`src/rtl/hzd_pkg.sv`:
```
package hzd_pkg;
   // Reason a stall is raised; used for priority reporting only.
   typedef enum logic [1:0] {
      HZ_NONE     = 2'd0,
      HZ_LOAD_USE = 2'd1,
      HZ_BR_ALU   = 2'd2,
      HZ_BR_LOAD  = 2'd3
   } hz_cause_e;

   function automatic hz_cause_e pick_cause(input logic lu, input logic bra, input logic brl);
      if (lu)       return HZ_LOAD_USE;
      else if (bra) return HZ_BR_ALU;
      else if (brl) return HZ_BR_LOAD;
      else          return HZ_NONE;
   endfunction
endpackage

```
`src/rtl/hzd_dst_match.sv`:
```
module hzd_dst_match #(
   parameter int REG_W   = 5,
   parameter bit ZERO_HW = 1'b1
) (
   input  logic             prod_valid,
   input  logic [REG_W-1:0] prod_dst,
   input  logic [REG_W-1:0] src_a,
   input  logic [REG_W-1:0] src_b,
   output logic             hit
);
   localparam logic [REG_W-1:0] ZERO_IDX = '0;

   logic eq_any;
   logic dst_live;

   assign eq_any = (prod_dst == src_a) || (prod_dst == src_b);

   generate
      if (ZERO_HW) begin : g_zero_guard
         assign dst_live = (prod_dst != ZERO_IDX);
      end else begin : g_zero_plain
         assign dst_live = 1'b1;
      end
   endgenerate

   assign hit = prod_valid && dst_live && eq_any;
endmodule

```
`src/rtl/hzd_loaduse.sv`:
```
module hzd_loaduse #(
   parameter int REG_W   = 5,
   parameter bit ZERO_HW = 1'b1
) (
   input  logic             idex_mem_read,
   input  logic [REG_W-1:0] idex_dst,
   input  logic [REG_W-1:0] src_a,
   input  logic [REG_W-1:0] src_b,
   output logic             lu_hit
);
   hzd_dst_match #(.REG_W(REG_W), .ZERO_HW(ZERO_HW)) u_m (
      .prod_valid (idex_mem_read),
      .prod_dst   (idex_dst),
      .src_a      (src_a),
      .src_b      (src_b),
      .hit        (lu_hit)
   );
endmodule

```
`src/rtl/hzd_branch.sv`:
```
module hzd_branch #(
   parameter int REG_W   = 5,
   parameter bit ZERO_HW = 1'b1
) (
   input  logic             is_branch,
   input  logic             idex_mem_read,
   input  logic             idex_reg_write,
   input  logic [REG_W-1:0] idex_dst,
   input  logic             exmem_mem_read,
   input  logic [REG_W-1:0] exmem_dst,
   input  logic [REG_W-1:0] src_a,
   input  logic [REG_W-1:0] src_b,
   output logic             br_alu_hit,
   output logic             br_load_hit
);
   logic alu_valid;
   logic ld_valid;

   // ALU result one step ahead is not ready for a compare in decode.
   assign alu_valid = is_branch && idex_reg_write && !idex_mem_read;
   // Load data in memory stage is not ready until writeback forwarding.
   assign ld_valid  = is_branch && exmem_mem_read;

   hzd_dst_match #(.REG_W(REG_W), .ZERO_HW(ZERO_HW)) u_alu (
      .prod_valid (alu_valid),
      .prod_dst   (idex_dst),
      .src_a      (src_a),
      .src_b      (src_b),
      .hit        (br_alu_hit)
   );

   hzd_dst_match #(.REG_W(REG_W), .ZERO_HW(ZERO_HW)) u_ld (
      .prod_valid (ld_valid),
      .prod_dst   (exmem_dst),
      .src_a      (src_a),
      .src_b      (src_b),
      .hit        (br_load_hit)
   );
endmodule

```
`src/rtl/hzd_stall_unit.sv`:
```
module hzd_stall_unit #(
   parameter int REG_W   = 5,
   parameter bit ZERO_HW = 1'b1
) (
   input  logic [REG_W-1:0] ifid_src_a,
   input  logic [REG_W-1:0] ifid_src_b,
   input  logic             ifid_is_branch,
   input  logic             idex_mem_read,
   input  logic             idex_reg_write,
   input  logic [REG_W-1:0] idex_dst,
   input  logic             exmem_mem_read,
   input  logic [REG_W-1:0] exmem_dst,
   output logic             pc_write,
   output logic             ifid_write,
   output logic             bubble
);
   import hzd_pkg::*;

   localparam int MAX_REG_W = 8;

   generate
      if (REG_W < 1 || REG_W > MAX_REG_W) begin : g_bad_width
         $error("hzd_stall_unit: REG_W out of range");
      end
   endgenerate

   logic      lu_hit;
   logic      br_alu_hit;
   logic      br_load_hit;
   hz_cause_e cause;

   hzd_loaduse #(.REG_W(REG_W), .ZERO_HW(ZERO_HW)) u_lu (
      .idex_mem_read (idex_mem_read),
      .idex_dst      (idex_dst),
      .src_a         (ifid_src_a),
      .src_b         (ifid_src_b),
      .lu_hit        (lu_hit)
   );

   hzd_branch #(.REG_W(REG_W), .ZERO_HW(ZERO_HW)) u_br (
      .is_branch      (ifid_is_branch),
      .idex_mem_read  (idex_mem_read),
      .idex_reg_write (idex_reg_write),
      .idex_dst       (idex_dst),
      .exmem_mem_read (exmem_mem_read),
      .exmem_dst      (exmem_dst),
      .src_a          (ifid_src_a),
      .src_b          (ifid_src_b),
      .br_alu_hit     (br_alu_hit),
      .br_load_hit    (br_load_hit)
   );

   assign cause      = pick_cause(lu_hit, br_alu_hit, br_load_hit);
   assign bubble     = (cause != HZ_NONE);
   assign pc_write   = !(lu_hit || br_alu_hit || br_load_hit);
   assign ifid_write = pc_write;

   always_comb begin

      hold_pair_chk: assert (pc_write == ifid_write && bubble == !pc_write)
         else $error("stall outputs disagree");

      quiet_idex_chk: assert (!(!idex_mem_read && !idex_reg_write && !exmem_mem_read && bubble) || ifid_is_branch == 1'b1 && 1'b0)
         else $error("stall without any producer");

      alu_exmem_chk: assert (!(!exmem_mem_read && !idex_mem_read && !ifid_is_branch && bubble))
         else $error("stall from forwardable producer");

      excl_cause_chk: assert (!(lu_hit && br_alu_hit))
         else $error("load-use and branch-alu both hit");

      zero_dst_chk: assert (!(ZERO_HW && idex_dst == '0 && exmem_dst == '0 && bubble))
         else $error("stall on register zero");
   end
endmodule

```
`config.mk`:
```
export PLATFORM = sky130hd
export DESIGN_NAME = hzd_stall_unit
export DESIGN_NICKNAME = d
export VERILOG_FILES = /design/src/rtl/hzd_pkg.sv /design/src/rtl/hzd_dst_match.sv /design/src/rtl/hzd_loaduse.sv /design/src/rtl/hzd_branch.sv /design/src/rtl/hzd_stall_unit.sv
export SDC_FILE = /design/constraint.sdc
export NUM_CORES = 1
export LEC_CHECK = 0
export BUFFER_PORTS_ARGS = -buffer_cell sky130_fd_sc_hd__buf_2
export CORE_AREA = 2 2 39 41
export DETAILED_ROUTE_END_ITERATION = 12
export DIE_AREA = 0 0 41 43
export GPL_TIMING_DRIVEN = 0
export SYNTH_ARGS = -nofsm -noshare
export SYNTH_HDL_FRONTEND = slang
export SYNTH_SLANG_ARGS = --single-unit
```
`constraint.sdc`:
```
create_clock -name vclk -period 2.35
set_clock_uncertainty 0.1 [all_clocks]
set_input_delay 0.1175 -clock vclk [all_inputs]
set_output_delay 0.1175 -clock vclk [all_outputs]
set_load 0.02 [all_outputs]
```
==> metrics <==
Max Fclk=608 MHz; first drt pass iteration count=2; grt ovf=0; row count=14; final RePlAce weighted congestion=0.766; fin crit share=0.700; final hold vios=0; Post-CTS Setup Repair Bufs=0; syn avg cell area=7.22 µm²; antenna violations before repair=0; FF+latch count=0; fraction of layout instances using a drive strength above 1=0.424; First DRT Iteration DRCs=1; PnR Total Power=87.3 µW; gr usage total=0.102; ANT nets after route=0; Pleak=0.179 nW; minimum clock period=1.64 ns; most common cell in the netlist=xnor2_1; Worst Setup SP=exmem_dst[0]; sequential cell area=0 µm²; DRT met1 WL=296 µm; fin util=0.316; Total Wirelength=773 µm; area delta synth->final=55.1%; P per Cell Area=200 nW/µm²; synth warn=0; vias=351; unique cell type count in the Yosys netlist=12; Syn Nets=63; Max FO, Critical Path=3; Initial Util=0.203; die area=1760 µm²; final setup vio count=0; vias in the first global route=365; drt drc=0; Max Cap Viol=0; met2 wire length=426 µm; Final Max Tran Viols=0; top post-synthesis cells by count=20 x xnor2_1, 4 x nand2_1, 4 x nand3_1, 2 x a21oi_1, 2 x o22ai_1; Die Height=43 µm; CP required=2.13 ns; top routing layer used=met3; Rel. slew slack=0.862; Avg WL per Cell=9.43 µm; Crit. End Element=primary output; CP Class=input port to primary output; critical path endpoint=pc_write; CP Launch Type=input port; number of clock buffers in the layout=0; worst vdd ir=0.0000589 V; global-route wire length before repair=1350 µm; Synth area leader=xnor2_1; core area=1380 µm²; Post-CTS Hold Fix Bufs=0; setup TNS=0 ns; final net count=92; width of the die=41 µm; Slew @ Worst Pin=0.207 ns; Setup WS post-layout=0.706 ns; register area share after synthesis=0; Vias per Instance=4.28; share of the synthesized area in the top cell type=0.622; num ports=27; largest net degree at the start of global routing=4; pre-CTS setup slack=0.693 ns; Port Buf Inserts=27; Gate Count Post-Synth=39; crit path DAT=1.43 ns; Area contributors post-synth=xnor2_1 62%, nand3_1 7.1%, nand2_1 5.3%, o22ai_1 4.4%, a21oi_1 3.6%; met3 WL=49 µm; RSZ-0062 raised after global routing=false; Ant. Diodes=0; worst hold path type=input port to primary output; outcome=finished, final reports clean; CTS resizes=0; Synth Cell Area=282 µm²
[critical path, stage by stage]
cell and delay (ns):
buf_2 0.12, or3_1 0.39, o311a_1 0.32, a22oi_1 0.20, buf_4 0.14, buf_2 0.15
[routing by layer]
metal	up-vias	GRT usage
met2	9	0.194
met4	0	0.0133
met5	-	0
met3	0	0.0105
li1	189	-
met1	153	0.114
[cells in the final DEF, fill, tap and decap left out]
master	count
a21oi_1	2
nor3_1	1
or3_1	1
buf_2	27
o311a_1	1
nor2_1	1
nand3_1	4
buf_4	1
nand2_1	4
xnor2_1	20
a22o_1	1
a22oi_1	1
o22ai_1	2
[power by group]
| part | switching [mW] | total, mW | internal [mW] |
|---|---|---|---|
| Sequential | 0 | 0 | 0 |
| Combinational | 0.0401 | 0.0873 | 0.0472 |
| Clock | 0 | 0 | 0 |
| Total | 0.0401 | 0.0873 | 0.0472 |
[worst min path at each step]
stage	start	end	depth (start not counted)
after floorplan	exmem_mem_read	ifid_write	2
after global placement	exmem_mem_read	ifid_write	4
after detailed placement	exmem_mem_read	ifid_write	4
after CTS	exmem_mem_read	ifid_write	4
after global routing	exmem_mem_read	ifid_write	4
final	exmem_mem_read	ifid_write	4
[per-stage QoR]
stage | hold WS [ns] | instances | area [µm²]
2_1_floorplan | 0.450 | 39 | 282
3_5_place_dp | 0.636 | 82 | 437
3_3_place_gp | 0.627 | 82 | 437
4_1_cts | 0.636 | 82 | 437
6_report | 0.628 | 82 | 437
5_1_grt | 0.689 | 82 | 437
[logic make-up after synthesis]
group | count (synthesis) | synth area share
xor gates and xnor gates | 20 | 0.622
and+or+nand+nor | 11 | 0.178
AOI/OAI and AO/OA | 7 | 0.173
buffers and inverters | 1 | 0.0267
[layout make-up]
type	instances	area [µm²]
buffer	1	7.51
fill	158	947
multi-input combinational	38	274
tap	16	20.0
timing repair buffer	27	135
Note: power is estimated with default switching activity, not from simulation.
